===== src/rtl/arb_tx_pkg.sv =====
package arb_tx_pkg;
  typedef enum logic [2:0] {
    ST_IDLE  = 3'd0,
    ST_LOAD  = 3'd1,
    ST_SEND  = 3'd2,
    ST_TAIL1 = 3'd3,
    ST_TAIL2 = 3'd4
  } tx_state_t;
endpackage


===== src/rtl/arb_tx_hold.sv =====
module arb_tx_hold #(
  parameter int W = 8
) (
  input  logic         clk,
  input  logic         rst_n,
  input  logic         wr_en,
  input  logic [W-1:0] wr_data,
  input  logic         rd_en,
  input  logic         clr,
  output logic         full,
  output logic [W-1:0] data
);
  logic         full_d;
  logic [W-1:0] data_d;

  always_comb begin
    full_d = full;
    data_d = data;
    if (clr || rd_en) full_d = 1'b0;
    else if (wr_en) begin
      full_d = 1'b1;
      data_d = wr_data;
    end
  end

  always_ff @(posedge clk or negedge rst_n) begin
    if (!rst_n) begin
      full <= 1'b0;
      data <= '0;
    end else begin
      full <= full_d;
      if (wr_en) data <= data_d;
    end
  end
endmodule


===== src/rtl/arb_tx_shift.sv =====
module arb_tx_shift #(
  parameter int W = 8
) (
  input  logic         clk,
  input  logic         rst_n,
  input  logic         load,
  input  logic [W-1:0] load_data,
  input  logic         adv,
  output logic         msb,
  output logic         last
);
  localparam int CW = $clog2(W + 1);

  logic [W-1:0]  sh_q, sh_d;
  logic [CW-1:0] cnt_q, cnt_d;

  always_comb begin
    sh_d  = sh_q;
    cnt_d = cnt_q;
    if (load) begin
      sh_d  = load_data;
      cnt_d = CW'(1);
    end else if (adv) begin
      sh_d  = {sh_q[W-2:0], 1'b1};
      cnt_d = cnt_q + CW'(1);
    end
  end

  always_ff @(posedge clk or negedge rst_n) begin
    if (!rst_n) begin
      sh_q  <= '1;
      cnt_q <= '0;
    end else if (load || adv) begin
      sh_q  <= sh_d;
      cnt_q <= cnt_d;
    end
  end

  assign msb  = sh_q[W-1];
  assign last = (cnt_q == CW'(W));
endmodule


===== src/rtl/arb_tx_ctrl.sv =====
module arb_tx_ctrl
  import arb_tx_pkg::*;
(
  input  logic clk,
  input  logic rst_n,
  input  logic start_i,
  input  logic byte_valid_i,
  input  logic slot_i,
  input  logic bus_rx_i,
  input  logic shift_msb_i,
  input  logic shift_last_i,
  input  logic hold_full_i,
  output logic byte_ready_o,
  output logic tx_bit_o,
  output logic active_o,
  output logic arb_lost_o,
  output logic byte_done_o,
  output logic load_o,
  output logic load_from_hold_o,
  output logic shift_o,
  output logic hold_wr_o,
  output logic hold_clr_o
);
  tx_state_t st_q, st_d;
  logic      lost_d, done_d;
  logic      match;

  assign tx_bit_o     = (st_q == ST_SEND) ? shift_msb_i : 1'b1;
  assign active_o     = (st_q != ST_IDLE);
  assign byte_ready_o = (st_q == ST_LOAD) || ((st_q == ST_SEND) && !hold_full_i);
  assign match        = (tx_bit_o == bus_rx_i);

  always_comb begin
    st_d             = st_q;
    lost_d           = 1'b0;
    done_d           = 1'b0;
    load_o           = 1'b0;
    load_from_hold_o = 1'b0;
    shift_o          = 1'b0;
    hold_wr_o        = 1'b0;
    hold_clr_o       = 1'b0;
    case (st_q)
      ST_IDLE: if (start_i) st_d = ST_LOAD;
      ST_LOAD: if (byte_valid_i) begin
        load_o = 1'b1;
        st_d   = ST_SEND;
      end
      ST_SEND: begin
        hold_wr_o = byte_valid_i && !hold_full_i;
        if (slot_i) begin
          if (match) begin
            if (shift_last_i) begin
              done_d = 1'b1;
              if (hold_full_i) begin
                load_o           = 1'b1;
                load_from_hold_o = 1'b1;
              end else if (byte_valid_i) begin
                load_o    = 1'b1;
                hold_wr_o = 1'b0;
              end else begin
                st_d = ST_IDLE;
              end
            end else begin
              shift_o = 1'b1;
            end
          end else begin
            hold_clr_o = 1'b1;
            hold_wr_o  = 1'b0;
            if (tx_bit_o) begin
              lost_d = 1'b1;
              st_d   = shift_last_i ? ST_TAIL1 : ST_IDLE;
            end else begin
              st_d = ST_IDLE;
            end
          end
        end
      end
      ST_TAIL1: if (slot_i) st_d = bus_rx_i ? ST_TAIL2 : ST_IDLE;
      ST_TAIL2: if (slot_i) st_d = ST_IDLE;
      default:  st_d = ST_IDLE;
    endcase
  end

  always_ff @(posedge clk or negedge rst_n) begin
    if (!rst_n) begin
      st_q        <= ST_IDLE;
      arb_lost_o  <= 1'b0;
      byte_done_o <= 1'b0;
    end else begin
      st_q        <= st_d;
      arb_lost_o  <= lost_d;
      byte_done_o <= done_d;
    end
  end
endmodule


===== src/rtl/arb_tx.sv =====
module arb_tx #(
  parameter int BYTE_W = 8
) (
  input  logic              clk,
  input  logic              rst_n,
  input  logic              start_i,
  input  logic              byte_valid_i,
  input  logic [BYTE_W-1:0] byte_data_i,
  output logic              byte_ready_o,
  input  logic              slot_i,
  input  logic              bus_rx_i,
  output logic              tx_bit_o,
  output logic              active_o,
  output logic              arb_lost_o,
  output logic              byte_done_o
);
  logic [1:0]        rst_sync_q;
  logic              rst_n_s;
  logic              load, load_from_hold, adv, hold_wr, hold_clr;
  logic              msb, last, hold_full;
  logic [BYTE_W-1:0] hold_data, load_data;

  always_ff @(posedge clk or negedge rst_n) begin
    if (!rst_n) rst_sync_q <= 2'b00;
    else        rst_sync_q <= {rst_sync_q[0], 1'b1};
  end
  assign rst_n_s = rst_sync_q[1];

  assign load_data = load_from_hold ? hold_data : byte_data_i;

  arb_tx_ctrl u_ctrl (
    .clk              (clk),
    .rst_n            (rst_n_s),
    .start_i          (start_i),
    .byte_valid_i     (byte_valid_i),
    .slot_i           (slot_i),
    .bus_rx_i         (bus_rx_i),
    .shift_msb_i      (msb),
    .shift_last_i     (last),
    .hold_full_i      (hold_full),
    .byte_ready_o     (byte_ready_o),
    .tx_bit_o         (tx_bit_o),
    .active_o         (active_o),
    .arb_lost_o       (arb_lost_o),
    .byte_done_o      (byte_done_o),
    .load_o           (load),
    .load_from_hold_o (load_from_hold),
    .shift_o          (adv),
    .hold_wr_o        (hold_wr),
    .hold_clr_o       (hold_clr)
  );

  arb_tx_shift #(.W(BYTE_W)) u_shift (
    .clk       (clk),
    .rst_n     (rst_n_s),
    .load      (load),
    .load_data (load_data),
    .adv       (adv),
    .msb       (msb),
    .last      (last)
  );

  arb_tx_hold #(.W(BYTE_W)) u_hold (
    .clk     (clk),
    .rst_n   (rst_n_s),
    .wr_en   (hold_wr),
    .wr_data (byte_data_i),
    .rd_en   (load_from_hold),
    .clr     (hold_clr),
    .full    (hold_full),
    .data    (hold_data)
  );
endmodule


===== config.mk =====
export PLATFORM = sky130hd
export DESIGN_NAME = arb_tx
export DESIGN_NICKNAME = d
export VERILOG_FILES = /design/src/rtl/arb_tx_pkg.sv /design/src/rtl/arb_tx_hold.sv /design/src/rtl/arb_tx_shift.sv /design/src/rtl/arb_tx_ctrl.sv /design/src/rtl/arb_tx.sv
export SDC_FILE = /design/constraint.sdc
export NUM_CORES = 1
export LEC_CHECK = 0
export BUFFER_PORTS_ARGS = -buffer_cell sky130_fd_sc_hd__buf_2
export CAP_MARGIN = 30
export CORE_AREA = 2 2 65 79
export CTS_CLUSTER_SIZE = 16
export DETAILED_ROUTE_END_ITERATION = 6
export DIE_AREA = 0 0 67 81
export GPL_TIMING_DRIVEN = 1
export SLEW_MARGIN = 20
export SYNTH_ARGS = -nofsm -noshare
export SYNTH_HDL_FRONTEND = slang
export SYNTH_SLANG_ARGS = --single-unit

===== constraint.sdc =====
create_clock -name clk -period 1.69 [get_ports clk]
set_input_delay 0.2535 -clock clk [delete_from_list [all_inputs] [get_ports clk]]
set_output_delay 0.2535 -clock clk [all_outputs]
set_load 0.01 [all_outputs]

=== After elaboration in Yosys (flattened, before gate mapping) ===
Index checks and enable logic that the tools add are counted.

* Input port bits: 14
* Bits in latches: 0
* Word-level logic and storage cells: 90
* Memory bits (read-only): 0
* Flip-flop bits (word level): 28
* Memories: 0
* Output and inout bits: 5
* Bits in writable memories: 0

* Shifts and indexed selects: 0
* Multiply operators: 0
* Add/subtract/negate cells: 1
* Bitwise logic cells: 1
* Muxes and demuxes: 53
* Eq/ne operators: 14
* Magnitude comparators: 0
* Reduce and logical (&&, ||, !) cells: 13
* Div/mod/pow operators: 0

{| class="wikitable"
|+ Operator list
! kind !! number
|-
| 1-bit two-way mux || 34
|-
| 3-bit two-way mux || 11
|-
| 8-bit two-way mux || 3
|-
| 3-bit one-hot mux with 5 select lines || 1
|-
| 2-bit inequality test (second input constant) || 5
|-
| 4-bit two-way mux || 2
|-
| 8-bit AND reduction || 1
|-
| 3-bit by 2-bit equality test with 1-bit output (second input constant) || 2
|-
| 3-bit inequality test (second input constant) || 2
|-
| 4-bit by 1-bit adder with 4-bit output (second input constant) || 1
|-
| 4-bit equality test (second input constant) || 1
|-
| 2-bit AND reduction || 2
|-
| 2-bit nonzero test || 2
|-
| 3-bit by 1-bit equality test with 1-bit output (second input constant) || 1
|-
| 3-bit equality test (second input constant) || 1
|-
| 3-bit zero test || 1
|-
| 1-bit logical OR || 3
|-
| 3-bit by 2-bit inequality test with 1-bit output (second input constant) || 1
|-
| 3-bit nonzero test || 1
|-
| 1-bit logical AND || 2
|-
| 2-bit two-way mux || 1
|-
| 1-bit one-hot mux with 2 select lines || 1
|-
| 1-bit equality test || 1
|-
| 1-bit zero test || 1
|-
| 1-bit inverter || 1
|}

=== Longest topological paths before layout ===
Gate-level depths: netlist (run 1).

* Word-level depth: 10
* Mapped depth: 10
* Gate-level depth less buffers: 7

=== Cells and area by module ===
Synthesis (run 1) repeated with hierarchy kept, for this count alone.

* Cells, all modules: 139
* Area total of the unflattened synthesis: 1549.0 um2

{| class="wikitable"
|+ Modules (own cells, without submodules)
! module !! seq. area each (um2) !! area an instance (um2) !! instances !! cells an instance
|-
| arb_tx_shift || 310.3 || 593.1 || 1 || 56
|-
| arb_tx_ctrl || 125.1 || 427.9 || 1 || 51
|-
| arb_tx_hold || 225.2 || 342.8 || 1 || 20
|-
| arb_tx || 50.0 || 185.2 || 1 || 12
|}

=== Least setup slack after synthesis (run 1) ===
Ideal clock, no wire load.

* Path kind: reg-to-reg
* From: register u_ctrl.st_q[2]
* To: register u_shift.cnt_q[1]
* Setup time: 119 ps
* Data required time: 1571 ps
* Cell stages (with the launch flop): 11
* Path buffers: 3
* Path slack: -831 ps
* Clock period less this slack: 2521 ps
* Arrival: 2402 ps
* Path through: dfrtp_1 > buf_6 > nor3b_4 > buf_2 > nand2b_1 > ha_1 > and2_1 > and3_1 > buf_4 > mux2_1 > and2_1

* Longest elaborated chain between the ends: 8
* Elaborated cells between the ends (all ways): 14
* Those cells by class: eq/ne: 3; mux: 8; reduce/logical: 3

{| class="wikitable"
|+ RTL lines
! element !! RTL line !! text
|-
| from (decl) || arb_tx_ctrl.sv:24 || <nowiki>tx_state_t st_q, st_d;</nowiki>
|-
| from (signal assigned) || arb_tx_ctrl.sv:90 || <nowiki>st_q <= st_d;</nowiki>
|-
| 3-bit by 2-bit equality test with 1-bit output (*) || arb_tx_ctrl.sv:28 || <nowiki>assign tx_bit_o = (st_q == ST_SEND) ? shift_msb_i : 1'b1;</nowiki>
|-
| 1-bit two-way mux (*) || arb_tx_ctrl.sv:28 ||
|-
| named net tx_bit_o || arb_tx.sv:12 || <nowiki>output logic tx_bit_o,</nowiki>
|-
| 1-bit equality test (*) || arb_tx_ctrl.sv:31 || <nowiki>assign match = (tx_bit_o == bus_rx_i);</nowiki>
|-
| 1-bit two-way mux || arb_tx_ctrl.sv:51 || <nowiki>if (match) begin</nowiki>
|-
| 1-bit two-way mux || arb_tx_ctrl.sv:50 || <nowiki>if (slot_i) begin</nowiki>
|-
| 1-bit one-hot mux with 2 select lines or 1-bit two-way mux (tied branches) || arb_tx_ctrl.sv:42 || <nowiki>case (st_q)</nowiki>
|-
| 2-bit nonzero test (no source line) or 1-bit logical OR (tied branches) || -- ||
|-
| 2-bit AND reduction (no source line) || -- ||
|-
| to (signal assigned) || arb_tx_shift.sv:35 || <nowiki>cnt_q <= cnt_d;</nowiki>
|-
| to (decl) || arb_tx_shift.sv:15 || <nowiki>logic [CW-1:0] cnt_q, cnt_d;</nowiki>
|}

Mark *: on every way through the listed nets, which the timed path passes. The rest lies on a longest branch.
A chain may end at the register's enable or synchronous reset.

=== Worst setup path in the final report (run 1) ===
* From: register u_ctrl.st_q[2]
* To: register u_shift.cnt_q[1]

* Longest elaborated chain between the ends: 8
* Elaborated cells between the ends (all ways): 14
* Those cells by class: eq/ne: 3; mux: 8; reduce/logical: 3

{| class="wikitable"
|+ RTL lines
! element !! RTL line
|-
| 3-bit by 2-bit equality test with 1-bit output || arb_tx_ctrl.sv:28, arb_tx_ctrl.sv:42
|-
| 1-bit two-way mux || arb_tx_ctrl.sv:28
|-
| 1-bit equality test || arb_tx_ctrl.sv:31
|-
| 1-bit two-way mux || arb_tx_ctrl.sv:51
|-
| 1-bit two-way mux || arb_tx_ctrl.sv:50
|-
| 1-bit one-hot mux with 2 select lines or 1-bit two-way mux (tied branches) || arb_tx_ctrl.sv:42
|-
| 2-bit nonzero test (no source line) or 1-bit logical OR (tied branches) || --
|-
| 2-bit AND reduction (no source line) || --
|}

Several ways; a longest one is shown, not always the timed one.

==> results of run 1 <==
## per-stage QoR
| step | setup slack [ns] | power, W | utilization, % |
|---|---|---|---|
| after floorplan | -0.554 | 0.00225 | - |
| after global routing | -0.407 | 0.00365 | 43.5 |
| after global placement | -0.312 | 0.00263 | 39.3 |
| after detailed placement | -0.345 | 0.00268 | 39.3 |
| final | -0.350 | 0.00340 | 43.5 |
| after CTS | -0.319 | 0.00321 | 41.5 |
## power breakdown
group          internal (W)  switching [W]
clock              0.000208       0.000204
combinational       0.00106       0.000739
sequential          0.00101       0.000180
## layer usage
layer	global-route usage (%)	share of wire (%)
met1	16.3	46
met5	0	0
met3	1.66	2.6
met2	21.8	51
met4	2.45	0.54
## critical path, stage by stage (launching register included)
cell	delay, ns
dfrtp_1	0.42
nor3b_4	0.25
nand2b_4	0.08
ha_4	0.29
buf_6	0.09
and2_4	0.15
and3_4	0.23
mux2_4	0.30
and2_4	0.13
## registers in the layout (all words and copies together) (netlist names)
| register | cells |
|---|---|
| u_shift.sh_q | 8 |
| rst_sync_q | 2 |
| u_ctrl.arb_lost_o | 1 |
| u_ctrl.st_q | 3 |
| u_ctrl.byte_done_o | 1 |
| u_hold.full | 1 |
| u_shift.cnt_q | 4 |
| u_hold.data | 8 |
## final cells by class
cell class / instances / area, µm²
Clock buffer: 4 / 55.1
Timing Repair Buffer: 40 / 324
Multi-Input combinational cell: 86 / 892
Inverter: 4 / 15.0
Fill cell: 474 / 2690
Tap cell: 60 / 75.1
Sequential cell: 28 / 711
## cell usage in the layout (no fill, tap or decap), drive strengths merged, types with 2 or more instances in the layout
cell    count
nor2b       2
o21ai       2
and3        3
or3b        2
nand4       3
and2        5
or3         2
mux2       10
ha          3
mux2i      24
clkbuf      5
nand2b      4
buf        38
dfrtp      20
inv         4
a31oi       2
nand2       3
a21oi       5
dfstp       8
xnor2       3
## what timing repair did
action                     CTS  global route
hold buffers                 1             0
cloned                       0             1
setup endpoints to repair   24            26
gates resized for setup      9            11
pin swaps                    4             5
setup buffers                1             2
hold endpoints to repair     2             0
## worst max-delay path by stage
stage,from,endpoint,cells past startpoint
floorplan,u_ctrl.st_q[2],u_shift.cnt_q[1],10
global placement,u_ctrl.st_q[2],u_shift.cnt_q[1],8
detailed placement,u_ctrl.st_q[2],u_shift.cnt_q[1],8
CTS,u_ctrl.st_q[0],u_shift.cnt_q[1],8
global route,u_ctrl.st_q[2],u_shift.sh_q[7],9
finish,u_ctrl.st_q[2],u_shift.cnt_q[1],8
## kinds of logic (layout without fill, tap and decap cells)
family | count (synthesis) | in the layout | share of synthesized area (%)
other cells | 1 | 1 | 0.237
compound gates | 12 | 12 | 5.38
simple gates | 33 | 33 | 16.5
fa+ha+maj | 3 | 3 | 2.38
buf+inv | 11 | 48 | 4.67
mux | 34 | 34 | 24.2
flops | 28 | 28 | 45.0
xor+xnor | 3 | 3 | 1.66
==> metrics.md, run 1 <==
| Metric | Value |
|---|---|
| Status | `complete, but fails checks` |
| Failing checks | `setup timing` |
| Cell variety after synth | `39` |
| Reg-to-Reg End | `u_shift.cnt_q[1]` |
| Gpl congestion | `0.831` |
| Hold Fails Final Rpt | `0` |
| Skew-Pair Late Insertion Delay | `0.27 ns` |
| Port-buffer cells | `18` |
| Via/cell ratio | `4.82` |
| Post-route cell area | `0.00207 mm²` |
| DP Cell Count | `213` |
| Post-synthesis instance total | `125` |
| CP Max Fanout | `4` |
| Pwr Density | `1640 mW/mm²` |
| Die footprint | `0.00543 mm²` |
| Final setup fails | `25` |
| First-pass GRT wire length | `5.26 mm` |
| # IOs | `19` |
| CP Class | `reg2reg` |
| Placed cell area | `0.00187 mm²` |
| Ys Warns | `0` |
| CTS tree | `built` |
| Max rail drop VDD | `0.000632 V` |
| Router iterations before antenna repair | `4` |
| Clk sinks | `28` |
| Total CTS buffers | `3` |
| #FFs+latches synth | `28` |
| Ratio of cells with drive above 1 in the final layout | `51.9%` |
| Initial drt markers | `34` |
| LEAKAGE | `1.03 nW` |
| Post-route clock period utilization | `121%` |
| Syn_nets | `142` |
| RSZ-0062 raised after global routing | `true` |
| Layout Area Growth over Synthesis | `31.1%` |
| Largest area contributor in the netlist | `dfrtp_1` |
| Initial core utilization | `33.2%` |
| Root Buffer | `clkbuf_8` |
| Detail Route Antenna Nets | `0` |
| Max cap viols | `0` |
| Die W | `67 µm` |
| Worst Reg-to-Reg Cells | `8` |
| Top post-synthesis cells by area | `dfrtp_1 (32%), mux2i_1 (15%), dfstp_2 (13%)` |
| Crit end category | `register` |
| Antenna Cells | `0` |
| Detailed-route DRC error count | `0` |
| Asr flop ratio synth | `100%` |
| Row cnt | `28` |
| Avg Inst Size Synth | `12.6 µm²` |
| Final min period | `2.04 ns` |
| Final Skew | `0.00150 ns` |
| Cell Area, Synth | `0.00158 mm²` |
| Commonest cells in the netlist | `mux2i_1 (24), dfrtp_1 (20), dfstp_2 (8), mux2_4 (8)` |
| WP data arrival | `2.21 ns` |
| Count leader, synth | `mux2i_1` |
| Die height | `81 µm` |
| Final non-filler cell total | `222` |
| Drt total wl | `3.13 mm` |
| H-Tree Depth | `1` |
| Final Max Tran Viols | `0` |
| Average wire per standard cell | `14.1 µm` |
| Nets | `180` |
| EDFF count, synth | `0` |
| Vias | `1,069` |
| R2R setup slack | `-0.35 ns` |
| CP required | `1.86 ns` |
| Final setup slack of the worst path | `-0.350 ns` |
| Overall Global Routing Usage | `12.4%` |
| Largest net degree at the start of global routing | `19` |
| Initial antenna violation count | `0` |
| GRT overflow | `0` |
| Worst Setup Start Kind | `register` |
| Core ar. | `0.00476 mm²` |
| Synth top area share | `31.7%` |
| Hold slack final | `0.152 ns` |
| Top FF cell, synth | `dfrtp_1` |
| DP Wirelength | `2.23 mm` |
| Worst r2r src | `u_ctrl.st_q[2]` |
| Sum Neg Setup Slack | `-6.37 ns` |
| Number of global-route vias before repair | `1,128` |
| Clk pin slew, worst setup/hold paths | `0.09 ns` |
| Hold WC Path Type | `reg2async` |
| Fmax | `0.490 GHz` |
| Sequential fraction of the synthesis area | `45.0%` |
| Clk buf depth | `2` |
No activity file was read; power rests on OpenSTA's default activity.
==> run 2: changes to the inputs <==
- CORE_AREA: 2 2 65 79 -> 2 2 64 78
- CTS_CLUSTER_DIAMETER: unset -> 120
- DIE_AREA: 0 0 67 81 -> 0 0 66 80
- SYNTH_HIERARCHICAL: unset -> 1
==> metrics.md, run 2 <==
| Metric | Value |
|---|---|
| CP max stage cell | `dfrtp_1 (unchanged)` |
| Final Max Tran Viols | `0 (unchanged)` |
| Layout filler cell count | `429 (was 474)` |
| Final Skew | `0.00126 ns (was 0.00150 ns)` |
| Final setup fails | `23 (was 25)` |
| Router iterations before antenna repair | `4 (unchanged)` |
| DP Wirelength | `2.21 mm (was 2.23 mm)` |
| Core ar. | `0.00453 mm² (was 0.00476 mm²)` |
| Worst r2r src | `u_ctrl/st_q[2] (was u_ctrl.st_q[2])` |
| Count leader, synth | `dfrtp_1 (was mux2i_1)` |
| Post-Synth Adder-Cell Area | `2.42% (was 2.38%)` |
| Post-synthesis instance total | `139 (was 125)` |
| Hold EP | `u_hold/data[2]` |
| Initial core utilization | `34.2% (was 33.2%)` |
| H-Tree Depth | `1 (unchanged)` |
| CP Depth | `8 (unchanged)` |
| Via/cell ratio | `4.72 (was 4.82)` |
| Cell variety after synth | `38 (was 39)` |
| Status | `complete, but fails checks (unchanged)` |
| Clk pin slew, worst setup/hold paths | `0.09 ns (about the same)` |
| Number of global-route vias before repair | `1,180 (was 1,128)` |
| First-pass GRT wire length | `5.30 mm (was 5.26 mm)` |
| Drt total wl | `3.15 mm (was 3.13 mm)` |
| Port-buffer cells | `18 (unchanged)` |
| Vias | `1,110 (was 1,069)` |
| Cell Area, Synth | `0.00155 mm² (was 0.00158 mm²)` |
| CP required | `1.85 ns (was 1.86 ns)` |
| Ratio of cells with drive above 1 in the final layout | `53.1% (was 51.9%)` |
| CP bufs+invs | `1 (unchanged)` |
| Avg Inst Size Synth | `11.1 µm² (was 12.6 µm²)` |
| Most frequent cells in the layout | `dfrtp_1 (20), buf_4 (19), buf_2 (18) (was mux2i_1 (22), dfrtp_1 (20), buf_2 (16))` |
| Hold WC Path Type | `in2reg (was reg2async)` |
| Crit end category | `register (unchanged)` |
| GRT overflow | `0 (unchanged)` |
| Top FF cell, synth | `dfrtp_1 (unchanged)` |
| Worst Setup Start Kind | `register (unchanged)` |
| Detail Route Antenna Nets | `0 (unchanged)` |
| Pwr Density | `1380 mW/mm² (was 1640 mW/mm²)` |
| Max rail drop VDD | `0.000667 V (was 0.000632 V)` |
| Initial drt markers | `36 (was 34)` |
| Die W | `66 µm (was 67 µm)` |
| Synth Area in XOR/XNOR | `0.565% (was 1.66%)` |
| Worst Hold Depth | `2` |
| CP delay by family, top | `simple AND/OR/NAND/NOR gates (unchanged)` |
| Skew-Pair Late Insertion Delay | `0.27 ns (about the same)` |
| Detailed-route DRC error count | `0 (unchanged)` |
| LEAKAGE | `0.898 nW (was 1.03 nW)` |
| WP data arrival | `2.49 ns (was 2.21 ns)` |
| Max cap viols | `0 (unchanged)` |
| Largest net degree at the start of global routing | `27 (was 19)` |
| Row cnt | `27 (was 28)` |
| Average wire per standard cell | `13.4 µm (was 14.1 µm)` |
| Syn_nets | `156 (was 142)` |
| Hold Fails Final Rpt | `0 (unchanged)` |
| Fmax | `0.428 GHz (was 0.490 GHz)` |
| #FFs+latches synth | `28 (unchanged)` |
| Ys Warns | `6 (was 0)` |
| Post-route clock period utilization | `138% (was 121%)` |
| Worst Reg-to-Reg Cells | `8 (unchanged)` |
| Top post-synthesis cells by area | `dfrtp_1 (32%), dfstp_2 (14%), mux2_4 (7.8%) (was dfrtp_1 (32%), mux2i_1 (15%), dfstp_2 (13%))` |
| CP Max Fanout | `8 (was 4)` |
| Final min period | `2.34 ns (was 2.04 ns)` |
| Synth Area in Simple Gates | `17.7% (was 16.5%)` |
| Gpl congestion | `0.731 (was 0.831)` |
| Asr flop ratio synth | `100% (unchanged)` |
| Util after Layout | `44.9% (was 43.5%)` |
| Power consumption | `0.00280 W (was 0.00340 W)` |
| Sum Neg Setup Slack | `-12.23 ns (was -6.37 ns)` |
| Reg-to-Reg End | `u_hold/data[7] (was u_shift.cnt_q[1])` |
| Sequential fraction of the synthesis area | `45.9% (was 45.0%)` |
| R2R setup slack | `-0.65 ns (was -0.35 ns)` |
| Clk sinks | `28 (unchanged)` |
| Crit-path cells | `nor3b_4, or2b_4, ha_4, and4_4, and2_4, nor3b_4, buf_12, mux2_4 (was nor3b_4, nand2b_4, ha_4, buf_6, and2_4, and3_4, mux2_4, and2_4)` |
| EDFF count, synth | `0 (unchanged)` |
| Overall Global Routing Usage | `12.9% (was 12.4%)` |
| Largest family of logic cells by synthesized area | `multiplexers (unchanged)` |
| # IOs | `19 (unchanged)` |
| Final setup slack of the worst path | `-0.646 ns (was -0.350 ns)` |
| Critical path's most frequent cell | `nor3b_4 (was and2_4)` |
| Largest area contributor in the netlist | `dfrtp_1 (unchanged)` |
| Post-synthesis mux area share | `20.8% (was 24.2%)` |
| Commonest cells in the netlist | `dfrtp_1 (20), nand2_1 (12), nor2_1 (12), mux2i_1 (10) (was mux2i_1 (24), dfrtp_1 (20), dfstp_2 (8), mux2_4 (8))` |
| Critical path's largest stage delay | `0.42 ns (about the same)` |
| Initial antenna violation count | `0 (unchanged)` |
| RSZ-0062 raised after global routing | `true (unchanged)` |
| Synth top area share | `32.3% (was 31.7%)` |
| Nets | `195 (was 180)` |
| Failing checks | `setup timing (unchanged)` |
| Die height | `80 µm (was 81 µm)` |
| Commonest non-fill, non-tap cell in the layout | `dfrtp_1 (was mux2i_1)` |
| Root Buffer | `clkbuf_8 (unchanged)` |
| Compound-gate portion of the synthesized area | `7.59% (was 5.38%)` |
| Clk buf depth | `2 (unchanged)` |
| Total CTS buffers | `3 (unchanged)` |
| CP Class | `reg2reg (unchanged)` |
| Antenna Cells | `0 (unchanged)` |
| Hold wc startpoint | `byte_data_i[2]` |
| Layout Area Growth over Synthesis | `31.3% (was 31.1%)` |
| Hold slack final | `0.232 ns (was 0.152 ns)` |
| Die footprint | `0.00528 mm² (was 0.00543 mm²)` |
| CTS tree | `built (unchanged)` |
| Registers with the most flip-flops | `u_hold/data: 8 flops, u_shift/sh_q: 8 flops, u_shift/cnt_q: 4 flops (was u_hold.data: 8 flops, u_shift.sh_q: 8 flops, u_shift.cnt_q: 4 flops)` |
-- run 2: logic make-up after synthesis --
kind of cell	count (synthesis)
AOI/OAI and AO/OA	20
xor gates and xnor gates	1
adders and majority gates	3
buffers and inverters	12
DFF	28
muxes	27
other	1
and+or+nand+nor	47
-- run 2: how the worst max path moves through the flow --
stage / to / slack [ns] / from
6_report: u_hold/data[7] / -0.65 / u_ctrl/st_q[2]
2_1_floorplan: u_hold/data[0] / -0.72 / u_ctrl/st_q[2]
5_1_grt: u_hold/data[3] / -0.71 / u_ctrl/st_q[2]
4_1_cts: u_hold/data[7] / -0.63 / u_ctrl/st_q[0]
3_5_place_dp: u_hold/data[0] / -0.61 / u_ctrl/st_q[0]
3_3_place_gp: u_hold/data[0] / -0.58 / u_ctrl/st_q[0]
-- run 2: routing by layer --
metal	share of wire, %	routed length [µm]	track usage (%)	up-vias
li1	-	-	-	554
met4	0.79	25	3.67	0
met3	3.6	114	2.26	2
met1	43	1370	15.7	536
met2	52	1640	23.0	18
met5	0	0	0	-
-- run 2: worst reg2reg max path, stage by stage (launching register included) --
cell and delay, ns:
dfrtp_1 0.42, nor3b_4 0.21, or2b_4 0.30, ha_4 0.26, and4_4 0.17, and2_4 0.16
nor3b_4 0.24, buf_12 0.17, mux2_4 0.30
-- run 2: per-stage QoR --
| stage | worst slack (ns) | area (µm²) | instances |
|---|---|---|---|
| global placement | -0.581 | 1850 | 228 |
| finish | -0.646 | 2030 | 235 |
| CTS | -0.627 | 1960 | 234 |
| detailed placement | -0.614 | 1850 | 228 |
| global route | -0.707 | 2030 | 235 |
| floorplan | -0.724 | 1580 | 139 |
-- run 2: repair_timing --
| item | 4_1_cts | 5_1_grt |
|---|---|---|
| resized for setup | 13 | 19 |
| gates cloned | 1 | 0 |
| pin swaps | 2 | 5 |
| setup endpoints to repair | 23 | 23 |
| hold buffers | 1 | 0 |
| setup buffers | 0 | 1 |
| endpoints found under the hold margin | 2 | 0 |
-- run 2: where the power goes --
group / internal [W] / total (W) / switching [W]
registers: 0.000984 / 0.00112 / 0.000140
clock network: 0.000208 / 0.000404 / 0.000196
logic: 0.000681 / 0.00127 / 0.000588
-- run 2: final cells by class --
cell class	count	area, µm²	share of cell area, %
multi-input cells	99	875	43.0
flip-flops and latches	28	711	35.0
repair buffers	42	305	15.0
well taps	58	72.6	3.57
clock buffers	4	55.1	2.71
inverters	4	15.0	0.738
==> run 3: changes to the inputs <==
- GPL_TIMING_DRIVEN: 1 -> 0
- SETUP_SLACK_MARGIN: unset -> 0.4
==> metrics.md, run 3 (synthesis results as in run 2) <==
| Metric | Value |
|---|---|
| Max rail drop VDD | `0.000575 V (was 0.000667 V)` |
| CP required | `1.86 ns (was 1.85 ns)` |
| Final Max Tran Viols | `0 (unchanged)` |
| Nets | `197 (was 195)` |
| Final min period | `2.41 ns (was 2.34 ns)` |
| Worst r2r src | `u_ctrl/st_q[2] (unchanged)` |
| Power consumption | `0.00306 W (was 0.00280 W)` |
| Final setup slack of the worst path | `-0.724 ns (was -0.646 ns)` |
| Detail Route Antenna Nets | `0 (unchanged)` |
| Gr busiest metal | `met2 (unchanged)` |
| Die W | `66 µm (unchanged)` |
| Skew-Pair Late Insertion Delay | `0.28 ns (was 0.27 ns)` |
| DP Wirelength | `2.13 mm (was 2.21 mm)` |
| Number of global-route vias before repair | `1,160 (was 1,180)` |
| Vias | `1,144 (was 1,110)` |
| Initial drt markers | `47 (was 36)` |
| Met1 usage | `14.5% (was 15.7%)` |
| Antenna Cells | `0 (unchanged)` |
| Status | `complete, but fails checks (unchanged)` |
| Registers with the most flip-flops | `u_hold/data: 8 flops, u_shift/sh_q: 8 flops, u_shift/cnt_q: 4 flops (unchanged)` |
| Placement Setup Slack | `-0.959 ns (was -0.614 ns)` |
| Failing checks | `setup timing (unchanged)` |
| Max cap viols | `0 (unchanged)` |
| GR Util met2 | `23.8% (was 23.0%)` |
| Layout Area Growth over Synthesis | `38.0% (was 31.3%)` |
| Fmax | `0.414 GHz (was 0.428 GHz)` |
| Final setup fails | `25 (was 23)` |
| Clk sinks | `28 (unchanged)` |
| Post-route clock period utilization | `143% (was 138%)` |
| Drt total wl | `3.30 mm (was 3.15 mm)` |
| Gpl congestion | `0.795 (was 0.731)` |
| Actual slew at the worst max-slew pin | `0.550 ns` |
| Sum Neg Setup Slack | `-14.72 ns (was -12.23 ns)` |
| Die footprint | `0.00528 mm² (unchanged)` |
| Largest net degree at the start of global routing | `17 (was 27)` |
| Clk pin slew, worst setup/hold paths | `0.10 ns (was 0.09 ns)` |
| First-pass GRT wire length | `5.22 mm (was 5.30 mm)` |
| Worst Reg-to-Reg Cells | `9 (was 8)` |
| Die height | `80 µm (unchanged)` |
| Commonest non-fill, non-tap cell in the layout | `dfrtp_1 (unchanged)` |
| R2R setup slack | `-0.72 ns (was -0.65 ns)` |
| Worst Setup Start Kind | `register (unchanged)` |
| RSZ-0062 raised after global routing | `true (unchanged)` |
| Total CTS buffers | `3 (unchanged)` |
| WP data arrival | `2.58 ns (was 2.49 ns)` |
| Row cnt | `27 (unchanged)` |
| Final Skew | `0.00554 ns (was 0.00126 ns)` |
| Via/cell ratio | `4.83 (was 4.72)` |
| Most frequent cells in the layout | `dfrtp_1 (20), buf_2 (19), mux2_4 (17) (was dfrtp_1 (20), buf_4 (19), buf_2 (18))` |
| GRT overflow | `0 (unchanged)` |
| Root Buffer | `clkbuf_8 (unchanged)` |
| Ratio of cells with drive above 1 in the final layout | `55.3% (was 53.1%)` |
| CTS tree | `built (unchanged)` |
| Clk buf depth | `2 (unchanged)` |
| CP Max Fanout | `8 (unchanged)` |
| H-Tree Depth | `1 (unchanged)` |
| Pwr Density | `1430 mW/mm² (was 1380 mW/mm²)` |
| Initial antenna violation count | `0 (unchanged)` |
| Detailed-route DRC error count | `0 (unchanged)` |
| Router iterations before antenna repair | `4 (unchanged)` |
| Port-buffer cells | `17 (was 18)` |
| Grt met3 use | `2.54% (was 2.26%)` |
| Hold WC Path Type | `reg2async (was in2reg)` |
| CP Class | `reg2reg (unchanged)` |
| Hold slack final | `0.218 ns (was 0.232 ns)` |
| Overall Global Routing Usage | `13.0% (was 12.9%)` |
| LEAKAGE | `0.931 nW (was 0.898 nW)` |
| Average wire per standard cell | `13.9 µm (was 13.4 µm)` |
| Core ar. | `0.00453 mm² (unchanged)` |
| Initial core utilization | `34.2% (unchanged)` |
| Relative slew margins | `63.4%` |
| Reg-to-Reg End | `u_hold/data[7] (unchanged)` |
| # IOs | `19 (unchanged)` |
| Hold Fails Final Rpt | `0 (unchanged)` |
| Crit end category | `register (unchanged)` |
[run 3: cell types whose count changed in the layout (fill, tap and decap cells not counted), moves of 4 or more]
cell     delta
buf_4      -11
buf_6       +8
nor2_1      -4
o21ai_1     +4
o21ai_2     -5
[run 3: layer usage]
metal | up-vias | wire (µm)
met3 | 6 | 140
met4 | 0 | 58
met1 | 552 | 1310
li1 | 561 | -
met2 | 25 | 1790
met5 | - | 0
[run 3: worst max-delay path by stage]
stage                        start                to  slack, ns
floorplan           u_ctrl/st_q[2]    u_hold/data[0]      -0.72
global placement    u_ctrl/st_q[2]    u_hold/data[1]      -0.91
detailed placement  u_ctrl/st_q[2]    u_hold/data[7]      -0.96
CTS                 u_ctrl/st_q[2]    u_hold/data[7]      -0.74
global route        u_ctrl/st_q[2]  u_shift/cnt_q[3]      -0.77
finish              u_ctrl/st_q[2]    u_hold/data[7]      -0.72
[run 3: worst max-delay path: stages, from the launching register on]
cell and delay [ns]:
dfrtp_1 0.38, buf_6 0.12, nor3b_4 0.20, or2b_4 0.31, ha_4 0.24, and4_4 0.18
and2_4 0.18, nor3b_4 0.22, buf_12 0.17, mux2_4 0.30
[run 3: per-stage QoR]
step | area (µm²) | std cells | util (%)
finish | 2140 | 237 | 47.2
global route | 2140 | 237 | 47.2
CTS | 2050 | 232 | 45.2
detailed placement | 1750 | 215 | 38.6
global placement | 1730 | 214 | 38.3
floorplan | 1580 | 139 | -
[run 3: area by class of cell]
class,instances,area [µm²]
Buffer,8,83.8
Clock buffer,3,41.3
Clock inverter,1,30.0
Fill cell,434,2390
Inverter,4,15.0
Multi-Input combinational cell,99,906
Sequential cell,28,711
Tap cell,58,72.6
Timing Repair Buffer,36,278
[run 3: power breakdown]
group          switching (W)  total [W]  internal, W
logic               0.000590    0.00136     0.000770
clock network       0.000208   0.000525     0.000317
registers           0.000188    0.00117     0.000984
[run 3: repair_timing]
item	in CTS	in global routing
resized for setup	27	19
endpoints found under the setup margin	28	28
endpoints found under the hold margin	2	0
pin swaps	12	12
setup buffers	10	5
hold buffers	1	0
cloned	2	0
